**src/rtl/cid_pkg.sv**
```systemverilog
package cid_pkg;

  typedef enum logic [1:0] {
    ST_IDLE,
    ST_START,
    ST_DATA,
    ST_STOP
  } rx_state_t;

  // strobes passed from the framing control to the datapath
  typedef struct packed {
    logic sampleBit;  // a data bit was sampled this cycle
    logic bitVal;     // value of that bit
    logic wordGood;   // stop bit sampled as mark
    logic clearMsg;   // carrier absent: clear the message tracking
  } cid_strobe_t;

endpackage

```
**src/rtl/cid_control.sv**
```systemverilog
module cid_control
  import cid_pkg::*;
#(
  parameter int CLK_PER_BIT = 104167,
  parameter int WORD_BITS   = 8
) (
  input  logic        clk,
  input  logic        rstN,
  input  logic        rxBit,
  input  logic        carrierN,
  input  logic        modeSel,
  output cid_strobe_t strb,
  output logic        dclkOut,
  output logic        frameErr
);

  localparam int HALF_BIT = CLK_PER_BIT / 2;
  localparam int TICK_W   = $clog2(CLK_PER_BIT + 1);
  localparam int IDX_W    = $clog2(WORD_BITS);

  rx_state_t          state;
  logic [TICK_W-1:0]  tick;
  logic [IDX_W-1:0]   bitIdx;
  logic               rxQ, rxPrev, dclkArm;
  logic               halfDone, fullDone;

  assign halfDone = (tick == TICK_W'(HALF_BIT - 1));
  assign fullDone = (tick == TICK_W'(CLK_PER_BIT - 1));

  always_ff @(posedge clk or negedge rstN) begin
    if (!rstN) begin
      state    <= ST_IDLE;
      tick     <= '0;
      bitIdx   <= '0;
      rxQ      <= 1'b1;
      rxPrev   <= 1'b1;
      strb     <= '0;
      dclkArm  <= 1'b0;
      dclkOut  <= 1'b0;
      frameErr <= 1'b0;
    end else begin
      rxQ           <= rxBit;
      rxPrev        <= rxQ;
      strb          <= '0;
      strb.clearMsg <= carrierN;
      dclkArm       <= strb.sampleBit && !modeSel;
      dclkOut       <= dclkArm && !modeSel;
      frameErr      <= 1'b0;
      if (carrierN) begin
        state <= ST_IDLE;
        tick  <= '0;
      end else begin
        unique case (state)
          ST_IDLE: begin
            tick <= '0;
            if (rxPrev && !rxQ) state <= ST_START;
          end
          ST_START: begin
            if (halfDone) begin
              tick   <= '0;
              bitIdx <= '0;
              state  <= rxQ ? ST_IDLE : ST_DATA;
            end else tick <= tick + 1'b1;
          end
          ST_DATA: begin
            if (fullDone) begin
              tick           <= '0;
              strb.sampleBit <= 1'b1;
              strb.bitVal    <= rxQ;
              bitIdx         <= bitIdx + 1'b1;
              if (bitIdx == IDX_W'(WORD_BITS - 1)) state <= ST_STOP;
            end else tick <= tick + 1'b1;
          end
          ST_STOP: begin
            if (fullDone) begin
              tick  <= '0;
              state <= ST_IDLE;
              if (rxQ) strb.wordGood <= 1'b1;
              else     frameErr      <= 1'b1;
            end else tick <= tick + 1'b1;
          end
          default: state <= ST_IDLE;
        endcase
      end
    end
  end

  // a high carrierN forces the framer back to idle
  assert_idle_no_carrier_R8: assert property (@(posedge clk) disable iff (!rstN)
    carrierN |=> (state == ST_IDLE));

  // data phase is entered only from a start bit that was low at mid-bit
  assert_start_revalidated_R2: assert property (@(posedge clk) disable iff (!rstN)
    (state == ST_DATA && $past(state) == ST_START) |-> !$past(rxQ));

  // each data clock pulse follows a datapath sample strobe
  assert_dclk_after_sample_R5: assert property (@(posedge clk) disable iff (!rstN)
    dclkOut |-> $past(strb.sampleBit, 2));

endmodule

```
**src/rtl/cid_datapath.sv**
```systemverilog
module cid_datapath
  import cid_pkg::*;
#(
  parameter int WORD_BITS = 8
) (
  input  logic        clk,
  input  logic        rstN,
  input  cid_strobe_t strb,
  input  logic        modeSel,
  input  logic        shiftClk,
  input  logic        carrierN,
  output logic        dataOut,
  output logic        drN,
  output logic        msgDone,
  output logic        demodEn
);

  localparam int CNT_W   = WORD_BITS + 1;
  localparam int LEN_IDX = 1;               // second good word carries the length
  localparam int OVERHEAD = 3;              // type + length + checksum

  logic [WORD_BITS-1:0] rxShift, outShift, lenReg;
  logic [CNT_W-1:0]     byteCnt, cntNext, target;
  logic                 bitOut, shQ, shPrev, shiftRise;

  assign shiftRise = shQ && !shPrev;
  assign cntNext   = byteCnt + 1'b1;
  assign target    = {1'b0, lenReg} + CNT_W'(OVERHEAD);
  assign dataOut   = modeSel ? outShift[0] : bitOut;
  assign demodEn   = !carrierN && !msgDone;

  always_ff @(posedge clk or negedge rstN) begin
    if (!rstN) begin
      rxShift  <= '0;
      outShift <= '0;
      lenReg   <= '0;
      byteCnt  <= '0;
      bitOut   <= 1'b0;
      shQ      <= 1'b0;
      shPrev   <= 1'b0;
      drN      <= 1'b1;
      msgDone  <= 1'b0;
    end else begin
      shQ    <= shiftClk;
      shPrev <= shQ;

      if (strb.sampleBit) begin
        rxShift <= {strb.bitVal, rxShift[WORD_BITS-1:1]};
        bitOut  <= strb.bitVal;
      end

      if (strb.wordGood)               outShift <= rxShift;
      else if (modeSel && shiftRise)   outShift <= outShift >> 1;

      if (strb.wordGood)               drN <= 1'b0;
      else if (!modeSel || shiftRise)  drN <= 1'b1;

      if (strb.clearMsg) begin
        byteCnt <= '0;
        msgDone <= 1'b0;
      end else if (strb.wordGood) begin
        if (byteCnt != '1) byteCnt <= cntNext;
        if (byteCnt == CNT_W'(LEN_IDX)) lenReg <= rxShift;
        if (byteCnt > CNT_W'(LEN_IDX) && cntNext == target) msgDone <= 1'b1;
      end
    end
  end

  // drN only falls right after a good-word strobe
  assert_dr_after_word_R1: assert property (@(posedge clk) disable iff (!rstN)
    $fell(drN) |-> $past(strb.wordGood));

  // in mode 0 the ready strobe is a single clock wide
  assert_dr_width_mode0_R1: assert property (@(posedge clk) disable iff (!rstN)
    (!modeSel && !drN) |=> drN);

  // in mode 1 ready is released only by a host shift edge
  assert_mode1_release_R6: assert property (@(posedge clk) disable iff (!rstN)
    (modeSel && $past(modeSel) && $rose(drN)) |-> $past(shiftRise));

  // completion holds until carrier loss clears it
  assert_done_sticky_R7: assert property (@(posedge clk) disable iff (!rstN)
    (msgDone && !strb.clearMsg) |=> msgDone);

endmodule

```
**src/rtl/cid_deframer.sv**
```systemverilog
module cid_deframer
  import cid_pkg::*;
#(
  parameter int CLK_PER_BIT = 104167,
  parameter int WORD_BITS   = 8
) (
  input  logic clk,
  input  logic rstN,
  input  logic rxBit,
  input  logic carrierN,
  input  logic modeSel,
  input  logic shiftClk,
  output logic dataOut,
  output logic dclkOut,
  output logic drN,
  output logic frameErr,
  output logic msgDone,
  output logic demodEn
);

  cid_strobe_t strb;

  cid_control #(.CLK_PER_BIT(CLK_PER_BIT), .WORD_BITS(WORD_BITS)) i_control (
    .clk      (clk),
    .rstN     (rstN),
    .rxBit    (rxBit),
    .carrierN (carrierN),
    .modeSel  (modeSel),
    .strb     (strb),
    .dclkOut  (dclkOut),
    .frameErr (frameErr)
  );

  cid_datapath #(.WORD_BITS(WORD_BITS)) i_datapath (
    .clk      (clk),
    .rstN     (rstN),
    .strb     (strb),
    .modeSel  (modeSel),
    .shiftClk (shiftClk),
    .carrierN (carrierN),
    .dataOut  (dataOut),
    .drN      (drN),
    .msgDone  (msgDone),
    .demodEn  (demodEn)
  );

endmodule

```
**config.mk**
```make
export PLATFORM = sky130hd
export DESIGN_NAME = cid_deframer
export DESIGN_NICKNAME = d
export VERILOG_FILES = /design/src/rtl/cid_pkg.sv /design/src/rtl/cid_control.sv /design/src/rtl/cid_datapath.sv /design/src/rtl/cid_deframer.sv
export SDC_FILE = /design/constraint.sdc
export NUM_CORES = 1
export LEC_CHECK = 0
export BUFFER_PORTS_ARGS = -buffer_cell sky130_fd_sc_hd__buf_2
export CORE_AREA = 10 10 103 105
export DETAILED_ROUTE_END_ITERATION = 16
export DIE_AREA = 0 0 113 115
export PLACE_DENSITY = 0.61
export SYNTH_ARGS = -nofsm -noshare
export SYNTH_HDL_FRONTEND = slang
export SYNTH_SLANG_ARGS = --single-unit
export TNS_END_PERCENT = 10
```
**constraint.sdc**
```tcl
create_clock -name clk -period 2.8 [get_ports clk]
set_input_delay 0.14 -clock clk [delete_from_list [all_inputs] [get_ports clk]]
set_output_delay 0.14 -clock clk [all_outputs]
set_load 0.005 [all_outputs]
```
==> flow_summary.ini, run 1 <==
[run_status]
status = finished clean

[hold_path]
hold_start = modeSel
hold_class = input port to register

[floorplanning]
initial_core_util_pct = 39.6
core.rowCount = 34
die_w_um = 113
die_y_um = 115
core_area_mm2 = 0.00855
dieArea_mm2 = 0.0130
io_pins = 12

[placement]
hpwl_um = 4300
portBuffers = 11
gp_congestion = 0.822

[synthesis]
async_flop_share_pct = 100
ys_top_cells_by_area = dfrtp_1, mux2_2, xnor2_1
syn-cell-area_mm2 = 0.00338
ys_types = 43
synth_edf_count = 0
syn-num-nets = 326
yosysWarnings = 0
yosysTopAreaCellShare_pct = 48.1
synth-seq-cells = 68
ys.flop_type = dfrtp_1
synthCells = 312
yosysMostFrequentCell = dfrtp_1
synth_common_cells = dfrtp_1, nand2_1, nor3_1, xnor2_1
avgSynthCellArea_um2 = 10.8
synth_seq_area_share_pct = 50.4
yosysTopAreaCell = dfrtp_1

[routing]
drt_pre_antenna_iters = 4
vias_per_cell = 5.17
vias = 2264
routedWlPerCell_um = 13.9
ant_nets = 0
wirelength_um = 6090
drt_iter0_drc = 52
drcViolationCount = 0

[clocking]
clk_pin_slew_ps = 70
htreeDepth = 3
cts_tree = built
clk_latency_ps = 340
post_cts_buffers = 0
cts_made_buffers = 9
cts_max_path_buffers = 2
cts-root-buf = clkbuf_8
cts_sinks = 68

[finish]
nFillCells = 833
area_delta_synth_final_pct = 11.2
nets = 339
final_layout_size_suffix_gt1_share_pct = 17.0
num_antenna_cells = 0
regArea_mm2 = 0.00171
multi_input_area_mm2 = 0.00159

[power_and_ir_drop]
max-vdd-ir-drop_mv = 0.204
finalPower_mw = 1.88
power.density_mw_per_mm2 = 501
p_leak_nw = 1.63

[timing]
holdWs_ps = 23.0
period_needed_ps = 2300
tightest_slew_ps = 662
fin_tns_setup_ps = 0
hold_violations = 0
max_freq_ghz = 0.434
slew_viol_final = 0
setup_viol = 0
fin_skew_ps = 9.97
finalCritPeriodShare_pct = 82.3
slew-limit-headroom_pct = 55.8
rsz0062_at_grt = false

[worst_setup_path]
slowest_stage = dfrtp_1
crit_required_ps = 3020
worstSetupStartpoint = i_datapath.byteCnt[0]$_DFFE_PN0P_
arrival_ps = 2530
r2r-start = i_datapath.byteCnt[0]$_DFFE_PN0P_
worstPathCellList = ha_1 > and3_1 > nand2_1 > nor2_1 > ha_1 > nor2b_1 > nand4_1 > xor2_1 > nor2_1
cp_max_fo = 8
path_class = register to register
start_kind = register
max_stage_delay_ps = 470
end_kind = register

[grt]
grt_pass1_vias = 2337
grt_max_degree = 42
grt_pass1_wl_um = 10900
antenna_found_initial = 0
grtUsageTotal_pct = 10.1
gr-total-overflow = 0

[job]
cap_violations = 0
-- state kept, by name, indices dropped and copies added (netlist names) --
signal	cells
i_control.tick	17
i_datapath.byteCnt	9
i_datapath.lenReg	8
i_datapath.outShift	8
i_datapath.rxShift	8
i_control.strb	4
i_control.bitIdx	3
i_control.state	2
i_control.dclkArm	1
i_control.dclkOut	1
i_control.frameErr	1
i_control.rxPrev	1
i_control.rxQ	1
i_datapath.drN	1
i_datapath.msgDone	1
i_datapath.shPrev	1
i_datapath.shQ	1
-- metal layers --
| layer | share of wire [%] | GRT usage, % | up-vias |
|---|---|---|---|
| li1 | - | - | 1112 |
| met1 | 46 | 12.2 | 1112 |
| met2 | 49 | 16.4 | 31 |
| met3 | 3.7 | 3.65 | 9 |
| met4 | 1.0 | 3.21 | 0 |
| met5 | 0 | 0 | - |
-- power breakdown --
part,leakage [nW],internal [mW],switching [mW]
clock,0.0982,0.389,0.358
combinational,0.623,0.0378,0.0534
sequential,0.912,1.02,0.0255
total,1.63,1.45,0.437
-- final cells by class --
class,instances,area share (%)
well taps,108,3.59
clock inverters,4,0.599
clock buffers,12,4.39
flip-flops and latches,68,45.3
inverters,9,0.898
repair buffers,15,2.79
multi-input cells,222,42.4
-- through the flow --
stage	instance area (um2)	util (%)	worst slack, ps	cells
after global routing	3760	44.0	365	438
final	3760	44.0	496	438
after CTS	3760	44.0	513	438
after global placement	3540	41.4	625	419
after floorplan	3380	-	732	312
after detailed placement	3540	41.4	524	419
-- cells in the final DEF, fill, tap and decap left out, types with 5 or more instances in the layout --
cell type,synthesis,layout
and3_1,5,5
buf_2,1,11
clkbuf_8,0,12
dfrtp_1,65,65
ha_1,8,8
inv_1,9,9
mux2_2,18,18
mux2i_1,10,10
nand2_1,24,24
nand3_1,12,12
nand4_1,7,7
nor2_1,18,18
nor2b_1,8,8
nor3_1,22,22
o21ai_0,12,12
xnor2_1,22,22
xor2_1,15,15
-- final timing paths --
kind / endpoint / slack (ps) / cells past startpoint
max: i_datapath.byteCnt[6]$_DFFE_PN0P_ / 500 / 9
min: i_datapath.drN$_DFFE_PN1P_ / 20 / 2
max reg2reg: i_datapath.byteCnt[6]$_DFFE_PN0P_ / 500 / 9
min reg2reg: i_control.rxPrev$_DFF_PN1_ / 400 / 0
max in group asynchronous: i_datapath.drN$_DFFE_PN1P_ / 1730 / 3
min in group asynchronous: i_datapath.byteCnt[4]$_DFFE_PN0P_ / 360 / 2
-- worst max-delay path: cells and delay by family (launching register included) --
family	cells	cell delay, ps
fa+ha+maj	2	450
flops	1	470
xor+xnor	1	170
simple gates	6	1100
-- cells by family after synthesis --
family | count (synthesis) | synth area share, %
buf+inv | 22 | 2.48
compound gates | 27 | 5.21
xor+xnor | 39 | 10.9
fa+ha+maj | 8 | 2.96
simple gates | 119 | 18.6
mux | 29 | 9.39
flops | 68 | 50.4
-- timing repair --
item | CTS | global route
hold endpoints to repair | 28 | 0
resized for setup | 0 | 0
hold buffers | 3 | 0
(Power assumes the default switching activity.)
==> run 2: changes to the inputs <==
PLACE_DENSITY = 0.63   (was 0.61)
clock period = 2 ns   (was 2.8 ns; I/O delays follow)
==> flow_summary.ini, run 2 (synthesis gave the netlist of run 1 again) <==
[routing]
routedWlPerCell_um = 13.6
vias_per_cell = 4.95
wirelength_um = 6470
vias = 2358
drcViolationCount = 0
drt_iter0_drc = 79
drt_pre_antenna_iters = 4
ant_nets = 0

[hold_path]
hold_class = input port to register
min_path_cells = 1

[finish]
finalNonFillerCells = 476
nets = 377
fin_util_pct = 47.9
top_regs = i_control.tick (17), i_datapath.byteCnt (9)
nFillCells = 786
area_delta_synth_final_pct = 21.1
final_layout_size_suffix_gt1_share_pct = 26.4
final_cell_mix = dfrtp_1, buf_4, nand2_1, nor3_1, xnor2_1
layout_commonest_cell = dfrtp_1
top_register = i_control.tick
largest_reg_flops = 17
num_antenna_cells = 0

[worst_setup_path]
crit_required_ps = 2220
start_kind = register
cpLargestDelayFamily = simple AND/OR/NAND/NOR gates
end_kind = register
max_stage_delay_ps = 510
path_depth = 5
path_class = register to register
cp_num_buf_inv = 0
arrival_ps = 2290
path_common_cell = or4_4
worstPathCellList = nand2_2 > or4_4 > or4_4 > a21oi_4 > mux2_4
slowest_stage = or4_4
cp_max_fo = 3
r2r_cells = 5

[timing]
rsz0062_at_grt = true
hold_violations = 0
period_needed_ps = 2070
slew_viol_final = 0
fin_tns_setup_ps = -97.2
finalCritPeriodShare_pct = 104
setup_ws_ps = -71.5
setup_viol = 3
max_freq_ghz = 0.483
tightest_slew_ps = 517
holdWs_ps = 128
fin_skew_ps = 9.72
slew-limit-headroom_pct = 65.5

[grt]
gr-total-overflow = 0
grtUsageTotal_pct = 10.6
grt_max_degree = 30
grt_pass1_vias = 2466
grt_pass1_wl_um = 11400
antenna_found_initial = 0

[floorplanning]
io_pins = 12
dieArea_mm2 = 0.0130
die_w_um = 113
core.rowCount = 34
initial_core_util_pct = 39.6
die_y_um = 115
core_area_mm2 = 0.00855

[run_status]
violations = negative setup slack
status = finished, violations left

[clocking]
htreeDepth = 3
cts-root-buf = clkbuf_8
clk_latency_ps = 340
cts_max_path_buffers = 2
cts_made_buffers = 9
cts_tree = built
clk_pin_slew_ps = 70
cts_sinks = 68

[placement]
hpwl_um = 4530
gp_congestion = 0.798
dp.cells = 452
portBuffers = 11

[power_and_ir_drop]
max-vdd-ir-drop_mv = 0.474
finalPower_mw = 2.70
power.density_mw_per_mm2 = 660
p_leak_nw = 1.83

[job]
cap_violations = 0
## run 2: area by class of cell
class | instances | area, um2 | share of cell area (%)
multi-input cells | 222 | 1620 | 39.6
clock buffers | 10 | 128 | 3.12
well taps | 108 | 135 | 3.30
inverters | 9 | 33.8 | 0.825
repair buffers | 53 | 409 | 9.99
clock inverters | 6 | 65.1 | 1.59
flip-flops and latches | 68 | 1710 | 41.6
## run 2: worst reg2reg max path: stages (launching register included)
cell	delay, ps
dfrtp_1	390
nand2_2	70
or4_4	490
or4_4	510
a21oi_4	200
mux2_4	310
## run 2: where the power goes
| group | leakage, nW | internal [mW] | total, mW | switching (mW) |
|---|---|---|---|---|
| Combinational | 0.831 | 0.0627 | 0.145 | 0.0821 |
| Clock | 0.0845 | 0.573 | 1.10 | 0.525 |
| Sequential | 0.912 | 1.43 | 1.46 | 0.0326 |
## run 2: metrics by stage
step	setup slack (ps)	cell area, um2
2_1_floorplan	-31.1	3380
3_3_place_gp	-104	3800
3_5_place_dp	-146	3800
4_1_cts	0.481	4050
5_1_grt	-121	4100
6_report	-71.5	4100
## run 2: repair_timing
item / in CTS / in global routing
hold endpoints to repair: 24 / 0
gates resized for setup: 2 / 5
pin swaps: 2 / 5
buffers inserted: 0 / 4
endpoints found under the setup margin: 3 / 4
hold buffers: 4 / 0
## run 2: final timing paths
kind	startpoint	to	slack, ps
worst max-delay path	i_control.tick[15]$_DFF_PN0_	i_control.bitIdx[0]$_DFFE_PN0P_	-70
worst min-delay path	carrierN	i_control.strb[0]$_DFF_PN0_	130
worst max register to register	i_control.tick[15]$_DFF_PN0_	i_control.bitIdx[0]$_DFFE_PN0P_	-70
worst min register to register	i_control.rxQ$_DFF_PN1_	i_control.rxPrev$_DFF_PN1_	390
max in group asynchronous	rstN	i_datapath.byteCnt[1]$_DFFE_PN0P_	1070
min in group asynchronous	rstN	i_datapath.lenReg[5]$_DFFE_PN0P_	270
## run 2: metal layers
metal	vias to the layer above	GRT usage [%]	share of wire, %
met5	-	0	0
met4	0	3.64	1.0
met3	4	3.80	2.0
met2	18	17.3	51
met1	1146	12.6	46
li1	1190	-	-
==> run 3: changes to the inputs <==
CORE_AREA = 10 10 98 100   (was 10 10 103 105)
DIE_AREA = 0 0 108 110   (was 0 0 113 115)
PLACE_DENSITY = 0.68   (was 0.63)
==> flow_summary.ini, run 3 (synthesis gave the netlist of run 1 again) <==
[worst_setup_path]
end_kind = register
path_class = register to register
arrival_ps = 2290
start_kind = register
cp_max_fo = 3
crit_required_ps = 2240

[timing]
period_needed_ps = 2060
slew-limit-headroom_pct = 65.3
hold_violations = 0
fin_tns_setup_ps = -65.7
holdWs_ps = 115
slew_viol_final = 0
max_freq_ghz = 0.486
fin_skew_ps = 11.1
finalCritPeriodShare_pct = 103
tightest_slew_ps = 521
setup_viol = 2
rsz0062_at_grt = true
setup_ws_ps = -57.8

[placement]
place_ws_ps = -94.9
gp_congestion = 0.826
hpwl_um = 4530
portBuffers = 11

[finish]
top_regs = i_control.tick (17), i_datapath.byteCnt (9)
fin_util_pct = 53.1
layout_commonest_cell = dfrtp_1
nets = 369
largest_reg_flops = 17
final_cell_mix = dfrtp_1, buf_4, nand2_1, xnor2_1, nor3_1
top_register = i_control.tick
area_delta_synth_final_pct = 20.1
final_layout_size_suffix_gt1_share_pct = 26.4
num_antenna_cells = 0

[grt]
grtUsageTotal_pct = 11.6
grt_pass1_wl_um = 11200
grt_max_degree = 32
gr-total-overflow = 0
grt_pass1_vias = 2434
antenna_found_initial = 0

[run_status]
status = finished, violations left
violations = negative setup slack

[routing]
vias = 2402
drt_iter0_drc = 63
ant_nets = 0
vias_per_cell = 5.20
routedWlPerCell_um = 14.0
drcViolationCount = 0
drt_pre_antenna_iters = 4
wirelength_um = 6470

[clocking]
cts_sinks = 68
clk_pin_slew_ps = 80
cts_made_buffers = 9
htreeDepth = 3
clk_latency_ps = 350
cts_tree = built
cts-root-buf = clkbuf_8
cts_max_path_buffers = 2

[power_and_ir_drop]
max-vdd-ir-drop_mv = 0.334
power.density_mw_per_mm2 = 682
p_leak_nw = 1.80
finalPower_mw = 2.77

[floorplanning]
core_area_mm2 = 0.00765
core.rowCount = 32
die_w_um = 108
dieArea_mm2 = 0.0119
die_y_um = 110
io_pins = 12
initial_core_util_pct = 44.2

[job]
cap_violations = 0

[hold_path]
hold_class = input port to register
## run 3: layer usage
layer	wire, um	vias to the layer above	GRT usage, %
met5	0	-	0
met2	3190	29	18.8
li1	-	1180	-
met3	158	11	2.09
met1	2990	1182	14.8
met4	128	0	5.73
## run 3: worst max-delay path: stages, from the launching register on
cell and delay (ps):
dfrtp_1 360, nand2_1 80, or4_4 500, or4_4 510, a21oi_4 190, mux2_4 310
## run 3: layout make-up
cell class	instances	area [um2]
timing repair buffer	45	349
tap	102	128
fill	667	3580
sequential	68	1710
clock inverter	7	81.3
clock buffer	9	124
inverter	9	33.8
multi-input combinational	222	1640
## run 3: per-stage QoR
step	instances	cell area [um2]
final	462	4060
after detailed placement	441	3760
after global routing	462	4060
after CTS	461	4030
after global placement	441	3760
after floorplan	312	3380
## run 3: path summary, 6_finish.rpt
path | startpoint | slack [ps] | end | cells past startpoint
worst min register to register | i_control.rxQ$_DFF_PN1_ | 390 | i_control.rxPrev$_DFF_PN1_ | 0
worst max-delay path | i_control.tick[15]$_DFF_PN0_ | -60 | i_control.bitIdx[0]$_DFFE_PN0P_ | 5
max in group asynchronous | rstN | 1110 | i_datapath.lenReg[7]$_DFFE_PN0P_ | 3
min in group asynchronous | rstN | 260 | i_datapath.byteCnt[6]$_DFFE_PN0P_ | 2
worst min-delay path | carrierN | 120 | i_control.strb[0]$_DFF_PN0_ | 1
worst max register to register | i_control.tick[15]$_DFF_PN0_ | -60 | i_control.bitIdx[0]$_DFFE_PN0P_ | 5
## run 3: repair_timing
| item | CTS | global route |
|---|---|---|
| setup buffers | 0 | 1 |
| hold buffers | 4 | 0 |
| pin swaps | 1 | 5 |
| setup endpoints to repair | 20 | 34 |
| gates resized for setup | 4 | 8 |
| endpoints found under the hold margin | 25 | 0 |
## run 3: report_power, final
| group | switching [mW] | internal (mW) | total (mW) |
|---|---|---|---|
| combinational | 0.0805 | 0.0626 | 0.143 |
| sequential | 0.0341 | 1.43 | 1.46 |
| clock | 0.572 | 0.595 | 1.17 |
| total | 0.686 | 2.09 | 2.77 |
